`config.mk`:
```
export PLATFORM = sky130hd
export DESIGN_NAME = uart_mdmctl
export DESIGN_NICKNAME = d
export VERILOG_FILES = /design/src/rtl/uart_mdm_pkg.sv /design/src/rtl/uart_mcr_reg.sv /design/src/rtl/uart_loop_route.sv /design/src/rtl/uart_msr_track.sv /design/src/rtl/uart_mdmctl.sv
export SDC_FILE = /design/constraint.sdc
export NUM_CORES = 1
export LEC_CHECK = 0
export BUFFER_PORTS_ARGS = -buffer_cell sky130_fd_sc_hd__buf_2
export CAP_MARGIN = 0
export CORE_UTILIZATION = 49
export CTS_BUF_LIST = sky130_fd_sc_hd__clkbuf_2 sky130_fd_sc_hd__clkbuf_4 sky130_fd_sc_hd__clkbuf_8
export DETAILED_ROUTE_END_ITERATION = 8
export PLACE_DENSITY_LB_ADDON = 0.2
export SKIP_LAST_GASP = 1
export SLEW_MARGIN = 20
export SYNTH_ARGS = -nofsm -noshare
export SYNTH_HDL_FRONTEND = slang
export SYNTH_SLANG_ARGS = --single-unit
```
`constraint.sdc`:
```
create_clock -name clk -period 3.1 [get_ports clk]
set_input_delay 0.155 -clock clk [delete_from_list [all_inputs] [get_ports clk]]
set_output_delay 0.155 -clock clk [all_outputs]
set_load 0.005 [all_outputs]
```
`src/rtl/uart_mdm_pkg.sv`:
```
package uart_mdm_pkg;
  // Status line vector order, shared by the status nibble and the change flags
  localparam int unsigned LN_CTS = 0;
  localparam int unsigned LN_DSR = 1;
  localparam int unsigned LN_RI  = 2;
  localparam int unsigned LN_DCD = 3;
  localparam int unsigned N_LINES = 4;

  // Control register field positions
  localparam int unsigned CB_DTR  = 0;
  localparam int unsigned CB_RTS  = 1;
  localparam int unsigned CB_AUX  = 2;
  localparam int unsigned CB_IRQE = 3;
  localparam int unsigned CB_LOOP = 4;
  localparam int unsigned CB_USED = 5;

  // Feedback source for each status line in loop mode
  function automatic int unsigned loop_src(int unsigned line);
    case (line)
      LN_CTS:  loop_src = CB_RTS;
      LN_DSR:  loop_src = CB_DTR;
      LN_RI:   loop_src = CB_AUX;
      default: loop_src = CB_IRQE;
    endcase
  endfunction
endpackage

```
`src/rtl/uart_mcr_reg.sv`:
```
module uart_mcr_reg #(
  parameter int unsigned ADDR_W = 3,
  parameter int unsigned DATA_W = 8,
  parameter int unsigned OFS    = 4,
  parameter int unsigned USED   = 5
) (
  input  logic              clk,
  input  logic              rst_n,
  input  logic [ADDR_W-1:0] addr,
  input  logic              wr_en,
  input  logic [DATA_W-1:0] wdata,
  output logic [DATA_W-1:0] mcr_q
);
  localparam logic [DATA_W-1:0] KEEP_MASK = DATA_W'((1 << USED) - 1);

  logic              wr_hit;
  logic [DATA_W-1:0] mcr_d;

  always_comb begin
    wr_hit = wr_en && (addr == ADDR_W'(OFS));
    mcr_d  = wdata & KEEP_MASK;
  end

  always_ff @(posedge clk or negedge rst_n) begin
    if (!rst_n) begin
      mcr_q <= '0;
    end else if (wr_hit) begin
      mcr_q <= mcr_d;
    end
  end
endmodule

```
`src/rtl/uart_loop_route.sv`:
```
module uart_loop_route
  import uart_mdm_pkg::*;
#(
  parameter int unsigned NL = N_LINES,
  parameter int unsigned CW = CB_USED
) (
  input  logic [CW-1:0] ctrl,
  input  logic          tx_shift_out,
  input  logic          rx_pin,
  input  logic [NL-1:0] pins_n,
  output logic          tx_pin,
  output logic          rx_shift_in,
  output logic          dtr_n_pin,
  output logic          rts_n_pin,
  output logic [NL-1:0] line_eff
);
  logic loop_on;
  assign loop_on = ctrl[CB_LOOP];

  always_comb begin
    if (loop_on) begin
      tx_pin      = 1'b1;
      rx_shift_in = tx_shift_out;
      dtr_n_pin   = 1'b1;
      rts_n_pin   = 1'b1;
    end else begin
      tx_pin      = tx_shift_out;
      rx_shift_in = rx_pin;
      dtr_n_pin   = ~ctrl[CB_DTR];
      rts_n_pin   = ~ctrl[CB_RTS];
    end
  end

  for (genvar i = 0; i < NL; i++) begin : g_line
    localparam int unsigned SRC = loop_src(i);
    assign line_eff[i] = loop_on ? ctrl[SRC] : ~pins_n[i];
  end
endmodule

```
`src/rtl/uart_msr_track.sv`:
```
module uart_msr_track
  import uart_mdm_pkg::*;
#(
  parameter int unsigned NL = N_LINES,
  parameter int unsigned TRAIL_IDX = LN_RI
) (
  input  logic          clk,
  input  logic          rst_n,
  input  logic [NL-1:0] line_eff,
  input  logic          clr,
  output logic [NL-1:0] state_q,
  output logic [NL-1:0] delta_q
);
  logic [NL-1:0] hit;
  logic [NL-1:0] delta_d;

  for (genvar i = 0; i < NL; i++) begin : g_det
    if (i == TRAIL_IDX) begin : g_trail
      assign hit[i] = state_q[i] & ~line_eff[i];
    end else begin : g_any
      assign hit[i] = state_q[i] ^ line_eff[i];
    end
  end

  always_comb begin
    delta_d = (clr ? '0 : delta_q) | hit;
  end

  always_ff @(posedge clk or negedge rst_n) begin
    if (!rst_n) begin
      state_q <= '0;
      delta_q <= '0;
    end else begin
      state_q <= line_eff;
      delta_q <= delta_d;
    end
  end
endmodule

```
`src/rtl/uart_mdmctl.sv`:
```
module uart_mdmctl
  import uart_mdm_pkg::*;
#(
  parameter int unsigned ADDR_W  = 3,
  parameter int unsigned DATA_W  = 8,
  parameter int unsigned MCR_OFS = 4,
  parameter int unsigned MSR_OFS = 6,
  parameter int unsigned LOW_OFS = 2,
  parameter int unsigned SYNC_N  = 2
) (
  input  logic              clk,
  input  logic              rst_n,
  input  logic [ADDR_W-1:0] addr,
  input  logic              wr_en,
  input  logic              rd_en,
  input  logic [DATA_W-1:0] wdata,
  input  logic              dlab,
  output logic [DATA_W-1:0] rdata,
  output logic              dlatch_sel,
  output logic              lowreg_sel,
  input  logic              ier_ms_en,
  input  logic              core_irq,
  input  logic              tx_shift_out,
  input  logic              rx_pin,
  input  logic              cts_n_pin,
  input  logic              dsr_n_pin,
  input  logic              ri_n_pin,
  input  logic              dcd_n_pin,
  output logic              tx_pin,
  output logic              rx_shift_in,
  output logic              dtr_n_pin,
  output logic              rts_n_pin,
  output logic              irq_o,
  output logic              irq_oe,
  output logic              msr_irq
);
  localparam int unsigned NL = N_LINES;

  // Reset: asserted asynchronously, released after SYNC_N edges
  logic [SYNC_N-1:0] rst_pipe;
  logic              rst_int_n;

  always_ff @(posedge clk or negedge rst_n) begin
    if (!rst_n) rst_pipe <= '0;
    else        rst_pipe <= {rst_pipe[SYNC_N-2:0], 1'b1};
  end
  assign rst_int_n = rst_pipe[SYNC_N-1];

  logic [DATA_W-1:0] mcr_bits;
  logic [NL-1:0]     pins_n;
  logic [NL-1:0]     line_eff;
  logic [NL-1:0]     st_q;
  logic [NL-1:0]     dl_q;
  logic              msr_rd;
  logic              mcr_rd;
  logic              low_acc;

  uart_mcr_reg #(
    .ADDR_W (ADDR_W),
    .DATA_W (DATA_W),
    .OFS    (MCR_OFS),
    .USED   (CB_USED)
  ) u_mcr (
    .clk   (clk),
    .rst_n (rst_int_n),
    .addr  (addr),
    .wr_en (wr_en),
    .wdata (wdata),
    .mcr_q (mcr_bits)
  );

  always_comb begin
    pins_n[LN_CTS] = cts_n_pin;
    pins_n[LN_DSR] = dsr_n_pin;
    pins_n[LN_RI]  = ri_n_pin;
    pins_n[LN_DCD] = dcd_n_pin;
  end

  uart_loop_route #(
    .NL (NL),
    .CW (CB_USED)
  ) u_route (
    .ctrl         (mcr_bits[CB_USED-1:0]),
    .tx_shift_out (tx_shift_out),
    .rx_pin       (rx_pin),
    .pins_n       (pins_n),
    .tx_pin       (tx_pin),
    .rx_shift_in  (rx_shift_in),
    .dtr_n_pin    (dtr_n_pin),
    .rts_n_pin    (rts_n_pin),
    .line_eff     (line_eff)
  );

  uart_msr_track #(
    .NL        (NL),
    .TRAIL_IDX (LN_RI)
  ) u_msr (
    .clk      (clk),
    .rst_n    (rst_int_n),
    .line_eff (line_eff),
    .clr      (msr_rd),
    .state_q  (st_q),
    .delta_q  (dl_q)
  );

  // Register read and address decode
  always_comb begin
    mcr_rd     = rd_en && (addr == ADDR_W'(MCR_OFS));
    msr_rd     = rd_en && (addr == ADDR_W'(MSR_OFS));
    low_acc    = (rd_en || wr_en) && (addr < ADDR_W'(LOW_OFS));
    dlatch_sel = low_acc && dlab;
    lowreg_sel = low_acc && !dlab;
    if (mcr_rd)      rdata = mcr_bits;
    else if (msr_rd) rdata = DATA_W'({st_q, dl_q});
    else             rdata = '0;
  end

  // Interrupt output and its enable
  always_comb begin
    msr_irq = ier_ms_en && (|dl_q);
    irq_o   = core_irq || msr_irq;
    irq_oe  = mcr_bits[CB_IRQE];
  end
endmodule

```
# After elaboration in Yosys (flattened, before gate mapping)
# Index checks and enable logic that the tools add are counted.
dict set report totals {
  register_bits 15
  inputBits 24
  output_inout_bits 17
  elab_cells 41
}
dict set report op_classes {
  magnitude_cmp 1
  n_eq_ne 2
  n_mux 11
  bitwise 12
  n_reduce_logical 11
}
# op n
set ops {}
lappend ops {{$mux W8} 2}
lappend ops {{$mux W1} 8}
lappend ops {{$logic_and A1 B1 Y1} 7}
lappend ops {{$not A1 Y1} 7}
lappend ops {{$eq A3 B3 Y1 const B} 2}
lappend ops {{$mux W4} 1}
lappend ops {{$or A4 B4 Y4} 1}
lappend ops {{$reduce_or A4 Y1} 1}
lappend ops {{$lt A3 B2 Y1 const B} 1}
lappend ops {{$xor A1 B1 Y1} 3}
lappend ops {{$logic_or A1 B1 Y1} 2}
lappend ops {{$and A1 B1 Y1} 1}
lappend ops {{$logic_not A1 Y1} 1}

# Depth between registers and ports, before layout
dict set report depth {
  word_depth 5
  ltp_mapped 4
}

# By module
# From an unflattened synthesis, not the netlist that was laid out.
dict set report unflattened {
  hier_cells 76
  area_unflattened_um2 792.0
}
# module n_inst cells_each area_each_um2 seq_area_each_um2
set by_module_without_submodules {}
lappend by_module_without_submodules {uart_msr_track 1 20 266.5 200.2}
lappend by_module_without_submodules {uart_mcr_reg 1 15 224.0 125.1}
lappend by_module_without_submodules {uart_mdmctl 1 28 220.2 50.0}
lappend by_module_without_submodules {uart_loop_route 1 13 81.3 0.0}

# Worst setup path after synthesis
# OpenSTA, ideal clock, no wires.
dict set report synth_path {
  path_kind {register to output}
  startpoint {register u_msr.delta_q[2]}
  endpoint {output port irq_o}
  arrival_ps 1026
  required_ps 2945
  slack_ps 1919
  stages_incl_launch_ff 3
  path_buffers 0
  cell_sequence {dfrtp_1 > o41a_1 > or2_1}
}
dict set report synth_via {
  elab_chain_len 3
}
# item line
set synth_rtl {}
lappend synth_rtl {{start, declared} uart_msr_track.sv:12} ;# output logic [NL-1:0] delta_q
lappend synth_rtl {{start signal, assigned} uart_msr_track.sv:35} ;# delta_q <= delta_d;
lappend synth_rtl {{$reduce_or A4 Y1} uart_mdmctl.sv:120} ;# msr_irq = ier_ms_en && (|dl_q);
lappend synth_rtl {{$logic_and A1 B1 Y1} uart_mdmctl.sv:120}
lappend synth_rtl {{named net msr_irq} uart_mdmctl.sv:35} ;# output logic msr_irq
lappend synth_rtl {{$logic_or A1 B1 Y1} uart_mdmctl.sv:121} ;# irq_o = core_irq || msr_irq;
lappend synth_rtl {{end, declared} uart_mdmctl.sv:33} ;# output logic irq_o,
# The timed path passes the listed nets, and every way through them passes these cells.

# Worst setup path after layout
dict set report layout_path {
  startpoint {register u_msr.delta_q[2]}
  endpoint {output port irq_o}
}
dict set report layout_via {
  elab_chain_len 3
}
# item line
set layout_rtl {}
lappend layout_rtl {{$reduce_or A4 Y1} uart_mdmctl.sv:120}
lappend layout_rtl {{$logic_and A1 B1 Y1} uart_mdmctl.sv:120}
lappend layout_rtl {{$logic_or A1 B1 Y1} uart_mdmctl.sv:121}
# No other way between the ends.

==> flow_metrics.tcl <==
set metrics [dict create \
    place.gp.congestion 0.716 \
    drt_first_pass_iters 4 \
    syn_area_per_cell_um2 10.1 \
    reg2reg_to "u_msr.delta_q[3]$_DFF_PN0_" \
    mostFrequentLayoutCells "37 x buf_2, 15 x dfrtp_1, 9 x nand2_1, 9 x nor2_1, 6 x mux2_2" \
    worstHoldPathType "primary input to flop" \
    drc 0 \
    min_path_cells 2 \
    first_global_vias 627 \
    grt_max_degree 15 \
    placedCellCount 126 \
    ys_warn_count 0 \
    antenna_left 0 \
    wl_mm 1.61 \
    cp.arrival_ns 1.44 \
    cts_buffers 3 \
    final_common_cell "buf_2" \
    ios 41 \
    die_y_um 41.7 \
    die_x_um 41.7 \
    synth_area_um2 771 \
    peakVddDrop_v 0.000376 \
    reg2reg_from "u_mcr.mcr_q[4]$_DFFE_PN0P_" \
    final_layout_size_suffix_gt1_share_pct 44.0 \
    grt_pass1_wl_mm 2.68 \
    ys_types 24 \
    reg2reg_depth 3 \
    postCtsResizedCells 0 \
    final_area_um2 998 \
    cts_hold_buf 1 \
    cts.clk_slew.worst_paths_ns 0.09 \
    initial_core_util_pct 55.7 \
    overflow 0 \
    worstSetupPathType "flop to output pin" \
    clock_path_buffers 2 \
    worst_slack_ns 1.51 \
    portBuffers 37 \
    clock-sinks 15 \
    timing.hold.ws_ns 0.0949 \
    finalSetupViolations 0 \
    grtUsageTotal_pct 20.1 \
    design.core.area_um2 1380 \
    wl_per_cell_um 12.3 \
    required_ns 2.94 \
    synth_cells 76 \
    area_growth_pct 29.5 \
    dpl_cell_area_um2 958 \
    clock_latency_ns 0.27 \
    synth-seq-cells 15 \
    worst_pin_slew_ns 0.527 \
    min_delay_worst_endpoint "u_msr.state_q[2]$_DFF_PN0_" \
    drt_iter0_markers 8 \
    period_share_pct 51.4 \
    syn_nets 100 \
    hold_violations 0 \
    cts_tree "done" \
    fin_crit_ns 1.59 \
    via_count 682 \
    dp_hpwl_mm 1.20 \
    diodes 0 \
    cp_max_fo 3 \
    p_leak_nw 0.527 \
    finalSetupTns_ns 0 \
    dieArea_um2 1740 \
    maxSlewViolCount 0 \
    end_kind "output pin" \
    hold_start "ri_n_pin" \
    worstSetupStartpointType "flop" \
    fmax_ghz 0.627 \
    slew_headroom_pct 64.9 \
    cts_root_buffer "clkbuf_4" \
    antenna_found_initial 0 \
    instances_no_fill 131 \
    status "complete, no violations" \
    final_nets 141 \
    rows 13 \
    power_mw 0.511 \
    utilization_pct 72.2 \
    routed_via_density 5.21 \
    rsz0062_at_grt "no" \
    post-place-ws_ns 1.82 \
    htreeDepth 1 \
    fin_worst_skew_ns 0.00466 \
    drv_cap 0 \
    powerDensity_nw_per_um2 512 \
    rrSetupSlack_ns 1.89 \
    post_cts_buffers 0 \
    seq_area_frac_synth_pct 48.7 \
]
## per-layer routing
| layer | up-vias | global-route usage (%) | share of wire, % |
|---|---|---|---|
| met1 | 319 | 23.8 | 43 |
| met4 | 0 | 5.81 | 0.75 |
| met5 | - | 0 | 0 |
| met3 | 2 | 4.35 | 4.5 |
| li1 | 339 | - | - |
| met2 | 22 | 36.3 | 52 |
## synthesized netlist by cell type
library cell	number	area (um2)
dfrtp_1	15	375
nand2_1	9	33.8
nor2_1	9	33.8
mux2_2	6	67.6
mux2i_1	5	50.1
nand3_1	5	25.0
o21ai_0	3	15.0
or2_2	3	18.8
a21o_1	2	15.0
and2_1	2	12.5
inv_1	2	7.51
nand2b_1	2	12.5
nor2b_1	2	12.5
and4bb_4	1	16.3
buf_2	1	5.00
buf_6	1	11.3
conb_1	1	3.75
nand3b_1	1	7.51
nand4b_1	1	8.76
nor4_1	1	6.26
nor4b_1	1	8.76
o41a_1	1	11.3
or2_1	1	6.26
or3_1	1	6.26
## worst max-delay path by stage
stage,start,to,slack (ns)
2_1_floorplan,u_msr.delta_q[2]$_DFF_PN0_,irq_o,1.92
3_3_place_gp,u_msr.delta_q[2]$_DFF_PN0_,irq_o,1.82
3_5_place_dp,u_msr.delta_q[2]$_DFF_PN0_,irq_o,1.82
4_1_cts,u_msr.delta_q[2]$_DFF_PN0_,irq_o,1.50
5_1_grt,u_msr.delta_q[2]$_DFF_PN0_,irq_o,1.46
6_report,u_msr.delta_q[2]$_DFF_PN0_,irq_o,1.51
## critical path, stage by stage, from the launching register on
cell	delay, ns
dfrtp_1	0.41
o41a_1	0.43
or2_1	0.20
buf_2	0.12
## layout make-up
class                           count  area (um2)
Clock buffer                        4        30.0
Fill cell                         113         384
Inverter                            2        7.51
Multi-Input combinational cell     57         372
Sequential cell                    15         375
Tap cell                           15        18.8
Timing Repair Buffer               38         195
## where the power goes
group	total, mW	internal, mW	switching, mW	leakage [nW]
logic	0.123	0.0699	0.0527	0.340
clock network	0.118	0.0585	0.0594	0.0184
registers	0.271	0.232	0.0389	0.168
## flip-flops by register name (all words and copies together) (netlist names)
register,count
u_mcr.mcr_q,5
u_msr.delta_q,4
rst_pipe,2
u_msr.state_q,4
## kinds of logic after synthesis
group	count (synthesis)	synth area share (%)
AO/OA/AOI/OAI	6	5.36
buffers and inverters	4	3.08
AND/OR/NAND/NOR	39	27.1
flip-flops	15	48.7
other	1	0.487
multiplexers	11	15.3
Power figures use the tool's default switching activity.
